**src/rtl/dpa_pkg.sv**
```systemverilog
package dpa_pkg;

    parameter int unsigned DPA_CHANNELS = 8;
    parameter int unsigned DPA_CNT_W    = 16;
    parameter int unsigned DPA_PAGE_W   = 8;

    typedef enum logic {
        WIDTH_BYTE = 1'b0,
        WIDTH_WORD = 1'b1
    } xfer_width_e;

endpackage

```
**src/rtl/dpa_page_file.sv**
```systemverilog
module dpa_page_file #(
    parameter int unsigned NUM_CH = 8,
    parameter int unsigned PAGE_W = 8,
    localparam int unsigned CH_W  = $clog2(NUM_CH)
) (
    input  logic              clk_i,
    input  logic              rst_ni,
    input  logic              we_i,
    input  logic [CH_W-1:0]   wsel_i,
    input  logic [PAGE_W-1:0] wdata_i,
    input  logic [CH_W-1:0]   rsel_i,
    output logic [PAGE_W-1:0] rdata_o
);

    logic [NUM_CH-1:0][PAGE_W-1:0] page_d, page_q;

    always_comb begin
        page_d = page_q;
        if (we_i) begin
            page_d[wsel_i] = wdata_i;
        end
    end

    always_ff @(posedge clk_i or negedge rst_ni) begin
        if (!rst_ni) begin
            page_q <= '0;
        end else begin
            page_q <= page_d;
        end
    end

    assign rdata_o = page_q[rsel_i];

    AST_PAGE_HOLD: assert property (@(posedge clk_i) disable iff (!rst_ni)
        !we_i |=> $stable(page_q));

endmodule

```
**src/rtl/dpa_addr_form.sv**
```systemverilog
module dpa_addr_form
    import dpa_pkg::*;
#(
    parameter int unsigned CNT_W  = 16,
    parameter int unsigned PAGE_W = 8,
    localparam int unsigned ADDR_W = CNT_W + PAGE_W
) (
    input  logic [PAGE_W-1:0] page_i,
    input  logic [CNT_W-1:0]  cnt_i,
    input  xfer_width_e       width_i,
    output logic [ADDR_W-1:0] addr_o
);

    always_comb begin
        unique case (width_i)
            WIDTH_WORD: addr_o = {page_i, cnt_i[CNT_W-2:0], 1'b0};
            default:    addr_o = {page_i, cnt_i};
        endcase
    end

endmodule

```
**src/rtl/dpa_wrap_det.sv**
```systemverilog
module dpa_wrap_det
    import dpa_pkg::*;
#(
    parameter int unsigned NUM_CH = 8,
    parameter int unsigned CNT_W  = 16,
    localparam int unsigned CH_W  = $clog2(NUM_CH)
) (
    input  logic             clk_i,
    input  logic             rst_ni,
    input  logic             vld_i,
    input  logic [CH_W-1:0]  ch_i,
    input  logic [CNT_W-1:0] cnt_i,
    input  xfer_width_e      width_i,
    output logic             wrap_o
);

    typedef struct packed {
        logic             seen;
        logic [CH_W-1:0]  ch;
        logic [CNT_W-1:0] cnt;
    } hist_t;

    hist_t hist_d, hist_q;

    logic [CNT_W-1:0] span_max;
    logic [CNT_W-1:0] cur_lo, prev_lo;
    logic             same_ch;

    always_comb begin
        span_max = (width_i == WIDTH_WORD) ? {1'b0, {(CNT_W-1){1'b1}}}
                                           : {CNT_W{1'b1}};
        cur_lo   = cnt_i & span_max;
        prev_lo  = hist_q.cnt & span_max;
        same_ch  = hist_q.seen && (hist_q.ch == ch_i);
        wrap_o   = vld_i && same_ch &&
                   (((prev_lo == span_max) && (cur_lo == '0)) ||
                    ((prev_lo == '0) && (cur_lo == span_max)));
        hist_d   = hist_q;
        if (vld_i) begin
            hist_d.seen = 1'b1;
            hist_d.ch   = ch_i;
            hist_d.cnt  = cnt_i;
        end
    end

    always_ff @(posedge clk_i or negedge rst_ni) begin
        if (!rst_ni) begin
            hist_q <= '0;
        end else begin
            hist_q <= hist_d;
        end
    end

endmodule

```
**src/rtl/dma_page_addr_gen.sv**
```systemverilog
module dma_page_addr_gen
    import dpa_pkg::*;
#(
    parameter int unsigned NUM_CH = DPA_CHANNELS,
    parameter int unsigned CNT_W  = DPA_CNT_W,
    parameter int unsigned PAGE_W = DPA_PAGE_W,
    localparam int unsigned CH_W   = $clog2(NUM_CH),
    localparam int unsigned ADDR_W = CNT_W + PAGE_W
) (
    input  logic              clk_i,
    input  logic              rst_ni,
    input  logic              pg_we_i,
    input  logic [CH_W-1:0]   pg_sel_i,
    input  logic [PAGE_W-1:0] pg_data_i,
    input  logic              cnt_vld_i,
    input  logic [CH_W-1:0]   cnt_ch_i,
    input  logic [CNT_W-1:0]  cnt_i,
    input  logic              wide_i,
    output logic              addr_vld_o,
    output logic [ADDR_W-1:0] addr_o,
    output logic              wrap_o
);

    typedef struct packed {
        logic              vld;
        logic [ADDR_W-1:0] addr;
        logic              wrap;
    } out_t;

    out_t out_d, out_q;

    xfer_width_e       width;
    logic [PAGE_W-1:0] page;
    logic [ADDR_W-1:0] addr_next;
    logic              wrap_next;

    assign width = wide_i ? WIDTH_WORD : WIDTH_BYTE;

    dpa_page_file #(
        .NUM_CH (NUM_CH),
        .PAGE_W (PAGE_W)
    ) page_file_i (
        .clk_i   (clk_i),
        .rst_ni  (rst_ni),
        .we_i    (pg_we_i),
        .wsel_i  (pg_sel_i),
        .wdata_i (pg_data_i),
        .rsel_i  (cnt_ch_i),
        .rdata_o (page)
    );

    dpa_addr_form #(
        .CNT_W  (CNT_W),
        .PAGE_W (PAGE_W)
    ) addr_form_i (
        .page_i  (page),
        .cnt_i   (cnt_i),
        .width_i (width),
        .addr_o  (addr_next)
    );

    dpa_wrap_det #(
        .NUM_CH (NUM_CH),
        .CNT_W  (CNT_W)
    ) wrap_det_i (
        .clk_i   (clk_i),
        .rst_ni  (rst_ni),
        .vld_i   (cnt_vld_i),
        .ch_i    (cnt_ch_i),
        .cnt_i   (cnt_i),
        .width_i (width),
        .wrap_o  (wrap_next)
    );

    always_comb begin
        out_d      = out_q;
        out_d.vld  = cnt_vld_i;
        out_d.wrap = wrap_next;
        if (cnt_vld_i) begin
            out_d.addr = addr_next;
        end
    end

    always_ff @(posedge clk_i or negedge rst_ni) begin
        if (!rst_ni) begin
            out_q <= '0;
        end else begin
            out_q <= out_d;
        end
    end

    assign addr_vld_o = out_q.vld;
    assign addr_o     = out_q.addr;
    assign wrap_o     = out_q.wrap;

    AST_WORD_EVEN: assert property (@(posedge clk_i) disable iff (!rst_ni)
        (addr_vld_o && $past(wide_i)) |-> (addr_o[0] == 1'b0));

    AST_VLD_LATENCY: assert property (@(posedge clk_i) disable iff (!rst_ni)
        cnt_vld_i |=> addr_vld_o);

    AST_IDLE_QUIET: assert property (@(posedge clk_i) disable iff (!rst_ni)
        !cnt_vld_i |=> !addr_vld_o);

    AST_WRAP_QUAL: assert property (@(posedge clk_i) disable iff (!rst_ni)
        wrap_o |-> addr_vld_o);

endmodule

```
**config.mk**
```make
export PLATFORM = sky130hd
export DESIGN_NAME = dma_page_addr_gen
export DESIGN_NICKNAME = d
export VERILOG_FILES = /design/src/rtl/dpa_pkg.sv /design/src/rtl/dpa_page_file.sv /design/src/rtl/dpa_addr_form.sv /design/src/rtl/dpa_wrap_det.sv /design/src/rtl/dma_page_addr_gen.sv
export SDC_FILE = /design/constraint.sdc
export NUM_CORES = 1
export LEC_CHECK = 0
export ABC_AREA = 1
export BUFFER_PORTS_ARGS = -buffer_cell sky130_fd_sc_hd__buf_4
export CAP_MARGIN = 20
export CELL_PAD_IN_SITES_DETAIL_PLACEMENT = 1
export CELL_PAD_IN_SITES_GLOBAL_PLACEMENT = 1
export CORE_UTILIZATION = 43
export DETAILED_ROUTE_END_ITERATION = 7
export PLACE_DENSITY = 0.88
export SYNTH_ARGS = -nofsm -noshare
export SYNTH_HDL_FRONTEND = slang
export SYNTH_SLANG_ARGS = --single-unit
```
**constraint.sdc**
```tcl
create_clock -name clk_i -period 1.2 [get_ports clk_i]
set_input_delay 0.24 -clock clk_i [delete_from_list [all_inputs] [get_ports clk_i]]
set_output_delay 0.24 -clock clk_i [all_outputs]
set_load 0.03 [all_outputs]
```
==> results of run 1 <==
-- power by group through the flow --
stage          registers (W)  logic (W)  clock network, W
6_report             0.00463    0.00174           0.00314
5_1_grt              0.00469    0.00195           0.00328
4_1_cts              0.00463    0.00176           0.00321
3_5_place_dp         0.00469    0.00174                 0
3_3_place_gp         0.00465    0.00164                 0
2_1_floorplan        0.00479   0.000819                 0
-- kinds of logic after synthesis --
group                     share of synthesized area [%]
xor gates and xnor gates                          0.177
buffers and inverters                              6.49
and+or+nand+nor                                    21.4
AOI/OAI and AO/OA                                  16.2
DFF                                                55.7
-- routing by layer --
| metal | up-vias | GRT usage, % | part of all wire [%] |
|---|---|---|---|
| li1 | 2072 | - | - |
| met1 | 2233 | 30.4 | 42 |
| met2 | 87 | 48.3 | 53 |
| met3 | 20 | 3.59 | 3.2 |
| met4 | 0 | 8.59 | 1.7 |
| met5 | - | 0 | 0 |
-- timing repair --
| action | in CTS | in global routing |
|---|---|---|
| endpoints found under the hold margin | 110 | 0 |
| hold buffers | 1 | 0 |
| endpoints found under the setup margin | 0 | 1 |
| resized for setup | 0 | 1 |
-- cells in the final DEF, fill, tap and decap left out, types with 2 or more instances in the layout --
cell type	n
clkbuf_1	2
dfrtp_1	110
o21ai_0	105
nand2_1	182
o22ai_1	9
a21oi_1	5
clkbuf_16	9
nand3_1	13
o221ai_1	14
o21ai_1	4
nand4_1	2
inv_2	2
bufinv_16	2
o211ai_1	7
buf_4	73
buf_12	10
inv_1	41
nor2_1	67
-- stage by stage --
step | instance area, sq um | setup WS (ns) | utilization (%) | total power, W | hold WS [ns]
finish | 6020 | 0.0182 | 54.6 | 0.00951 | 0.0654
global route | 6020 | -0.0114 | 54.6 | 0.00993 | 0.0618
CTS | 6020 | 0.00419 | 54.6 | 0.00960 | 0.0539
detailed placement | 5700 | -0.0559 | 51.7 | 0.00643 | 0.264
global placement | 5700 | -0.00501 | 51.7 | 0.00629 | 0.263
floorplan | 4940 | 0.183 | - | 0.00561 | -0.0556
-- sequential cells by signal, summed over array words and instances (netlist names) --
signal and count:
addr_vld_o 1, page_file_i.page_q 64, wrap_det_i.hist_q 20, wrap_o 1, addr_o 24
-- final cells by class --
type                            count  area [sq um]
Fill cell                        1311          5010
Sequential cell                   110          2750
Inverter                           43           161
Clock inverter                      4          72.6
Multi-Input combinational cell    414          1870
Tap cell                          140           175
Timing Repair Buffer               84           758
Clock buffer                       11           233
-- worst reg2reg max path, delay by kind of cell, from the launching register on --
family	cells	cell delay, ns
AO/OA/AOI/OAI	1	0.12
buffers and inverters	1	0.07
flip-flops	1	0.39
AND/OR/NAND/NOR	5	0.47
-- worst max path at each step --
stage                               startpoint                endpoint  slack, ns  cells after the start
final                               addr_o[18]              addr_o[18]       0.02                      1
after detailed placement           pg_sel_i[1]  page_file_i.page_q[28]      -0.06                      6
after floorplan                    cnt_ch_i[0]              addr_o[21]       0.18                      7
after CTS                           addr_o[18]              addr_o[18]      0.004                      1
after global placement               cnt_vld_i              addr_o[19]     -0.005                      5
after global routing      wrap_det_i.hist_q[5]                  wrap_o      -0.01                      7
==> flow_summary.ini, run 1 <==
[route]
drc = 0
vias = 4412
post_drt_wl_per_cell_microns = 17.3
first_pass_iters = 4
ant_nets = 0
via_per_inst = 5.47
drt_iter0_markers = 224
wl_microns = 14000

[critical_path]
critical_path.max_stage_delay_ns = 0.41
r2r-end = wrap_o
reg2reg_slack_ns = 0.09
cp.arrival_ns = 0.94
critPathSlowestCell = dfrtp_1
crit_type = register to primary output
crit_required_ns = 0.96
reg2regPathDepth = 7
r2r_start = wrap_det_i.hist_q[5]
endpoint_kind = primary output
path_max_fanout = 2
critPathTopFamily = flip-flops
crit_path_cell_trace = buf_4
crit_buf_inv = 1
critPathLaunchType = register

[logic_synthesis]
yosysUniqueCellTypes = 23
synth.most_common_cell = nand2_1
yosysSeqAreaShare_pct = 55.7
ys_top_cells_by_area = dfrtp_1, nand2_1, o21ai_0
synth_top_cell_area_share_pct = 55.7
synthTopCellsByCount = nand2_1, dfrtp_1, o21ai_0, nor2_1, inv_1
ys_warn_count = 0
syn-num-nets = 629
ys_seq_elements = 110
netlist_area_sq_um = 4940
syn-instance-count = 594
synthArstFlopShare_pct = 100
yosysTopAreaCell = dfrtp_1
synth-main-ff-cell = dfrtp_1
synth-edff-count = 0
synth_area_per_cell_sq_um = 8.31

[power_and_ir_drop]
leakagePower_nw = 2.92
internal_power_w = 0.00677
combPwrFrac_pct = 18.3
power_frac_seq_pct = 48.7
switching_share_pct = 28.8
power.density_nw_per_um2 = 1580
switchingPower_w = 0.00274
p_clk_share_pct = 33.0
ir_drop_mv = 0.685

[sta]
final-setup-viol-count = 0
hold_viol_final = 0
worst_pin_slew_ns = 0.636
drv_slew = 0
slew_headroom_pct = 57.4
fin_crit_sh_pct = 98.5
rsz0062_at_grt = yes
maxClockFrequency_ghz = 0.846
finClkSkew_ns = 0.00927
tns_ns = 0
finalCriticalPeriod_ns = 1.18

[place]
place.gp.congestion = 0.819
place_hpwl_microns = 9920
place_inst = 790
portBuffers = 60

[grt]
grt_max_degree = 65
antenna_found_initial = 0
track_usage_pct = 25.9
grt_pass1_vias = 4725
overflow = 0
grt_pass1_wl_microns = 23200

[floorplanning]
fp-row-count = 38
die_y_microns = 109
io_pins = 61
die_w_microns = 109
coreArea_sq_um = 11000
initial_core_util_pct = 44.8
die_area_sq_um = 11900

[cts]
clock_latency_ns = 0.35
clockBufferDepth = 2
cts.clk_slew.worst_paths_ns = 0.07
numCtsBuffers = 9
cts_max_level = 3
clock_sinks = 110
cts_root_buf = clkbuf_16
cts_tree = built
post_cts_buffers = 0

[final_layout]
syn_to_final_growth_pct = 21.9
instances_no_fill = 806
drive_gt1_share_pct = 15.3
nNetsFinal = 697
n_antenna_cell = 0

[hold_path]
min_path_cells = 1
hold_end = addr_vld_o
hp-start = cnt_vld_i
min_path_type = input pin to register

[job]
cap_violations = 0

[status]
status = complete, no violations
Power figures use the tool's default switching activity.
==> run 2, diff against run 1 <==
- PLACE_DENSITY: 0.88 -> 0.91
==> flow_summary.ini, run 2 (synthesized netlist as in run 1, its figures left out) <==
[grt]
grt_pass1_vias = 4902
track_usage_pct = 26.0
met3_usage_pct = 3.83
use_met1_pct = 29.8
grt_use_met2_pct = 47.7
grt_max_degree = 83
overflow = 0
grt_pass1_wl_microns = 23600
antenna_found_initial = 0
busiest_layer = met2

[cts]
cts.clk_slew.worst_paths_ns = 0.07
cts_root_buf = clkbuf_16
numCtsBuffers = 9
clock_sinks = 110
clockBufferDepth = 2
clock_latency_ns = 0.35
post_cts_buffers = 0
cts_max_level = 3
cts_tree = built

[sta]
rsz0062_at_grt = yes
maxClockFrequency_ghz = 0.841
finClkSkew_ns = 0.00743
tns_ns = 0
slew_headroom_pct = 55.3
hold_viol_final = 0
finalCriticalPeriod_ns = 1.19
fin_crit_sh_pct = 99.1
drv_slew = 0
final-setup-viol-count = 0
worst_pin_slew_ns = 0.668
whs_ns = 0.114

[critical_path]
reg2reg_slack_ns = 0.14
crit_path_cell_trace = buf_6
critPathLaunchType = register
endpoint_kind = primary output
cp.arrival_ns = 0.95
critPathSlowestCell = dfrtp_1
crit_required_ns = 0.96
crit_buf_inv = 1
critPathTopFamily = flip-flops
path_max_fanout = 2
critical_path.max_stage_delay_ns = 0.43
crit_type = register to primary output

[floorplanning]
die_w_microns = 109
die_area_sq_um = 11900
die_y_microns = 109
initial_core_util_pct = 44.8
coreArea_sq_um = 11000
io_pins = 61
fp-row-count = 38

[route]
ant_nets = 0
drc = 0
post_drt_wl_per_cell_microns = 17.5
drt_iter0_markers = 245
first_pass_iters = 4
vias = 4470
wl_microns = 14100
via_per_inst = 5.53

[place]
portBuffers = 60
place.gp.congestion = 0.822
place_hpwl_microns = 10100
placed_area_sq_um = 5730

[power_and_ir_drop]
power.density_nw_per_um2 = 1530
power_w = 0.00922
leakagePower_nw = 2.92
ir_drop_mv = 0.770

[final_layout]
drive_gt1_share_pct = 15.4
finalCoreUtilization_pct = 54.7
largest_reg_flops = 64
nNetsFinal = 699
n_antenna_cell = 0
mostFrequentLayoutCells = nand2_1, dfrtp_1, o21ai_0
largest-register = page_file_i.page_q
final_common_cell = nand2_1
syn_to_final_growth_pct = 22.2
fin_area_sq_um = 6030

[job]
cap_violations = 0

[hold_path]
min_path_type = input pin to register

[status]
status = complete, no violations
## run 2: cell types whose count changed in the layout (fill, tap and decap cells not counted), sizes merged
| cell | change |
|---|---|
| buf | +2 |
| bufinv | -2 |
| clkbuf | +2 |
| clkinvlp | +1 |
## run 2: worst paths after layout
check | to | cells past startpoint | start
worst max-delay path | addr_o[20] | 1 | addr_o[20]
worst min-delay path | page_file_i.page_q[63] | 3 | pg_data_i[7]
worst max register to register | wrap_o | 7 | wrap_det_i.hist_q[0]
worst min register to register | page_file_i.page_q[13] | 2 | page_file_i.page_q[13]
max in group asynchronous | page_file_i.page_q[16] | 3 | rst_ni
min in group asynchronous | wrap_det_i.hist_q[3] | 3 | rst_ni
## run 2: layer usage
layer / part of all wire, % / up-vias
li1: - / 2085
met2: 54 / 107
met1: 39 / 2247
met3: 3.9 / 31
met4: 2.6 / 0
met5: 0 / -
## run 2: what timing repair did
action | in CTS | in global routing
endpoints found under the hold margin | 110 | 0
resized for setup | 2 | 4
setup endpoints to repair | 2 | 5
hold buffers | 1 | 0
## run 2: metrics by stage
step / worst slack (ns) / cells
3_5_place_dp: -0.0315 / 792
5_1_grt: -0.0129 / 809
6_report: 0.0106 / 809
3_3_place_gp: 0.0368 / 792
4_1_cts: 0.00502 / 809
2_1_floorplan: 0.183 / 594
## run 2: power by group
part,total [W],switching [W],internal [W]
Clock,0.00280,0.00133,0.00147
Sequential,0.00465,0.000369,0.00428
Combinational,0.00178,0.00108,0.000695
## run 2: cell type report
cell class,count,area [sq um]
Inverter,43,161
Fill cell,1313,5000
Timing Repair Buffer,86,808
Multi-Input combinational cell,414,1870
Clock buffer,13,250
Clock inverter,3,20.0
Tap cell,140,175
Sequential cell,110,2750
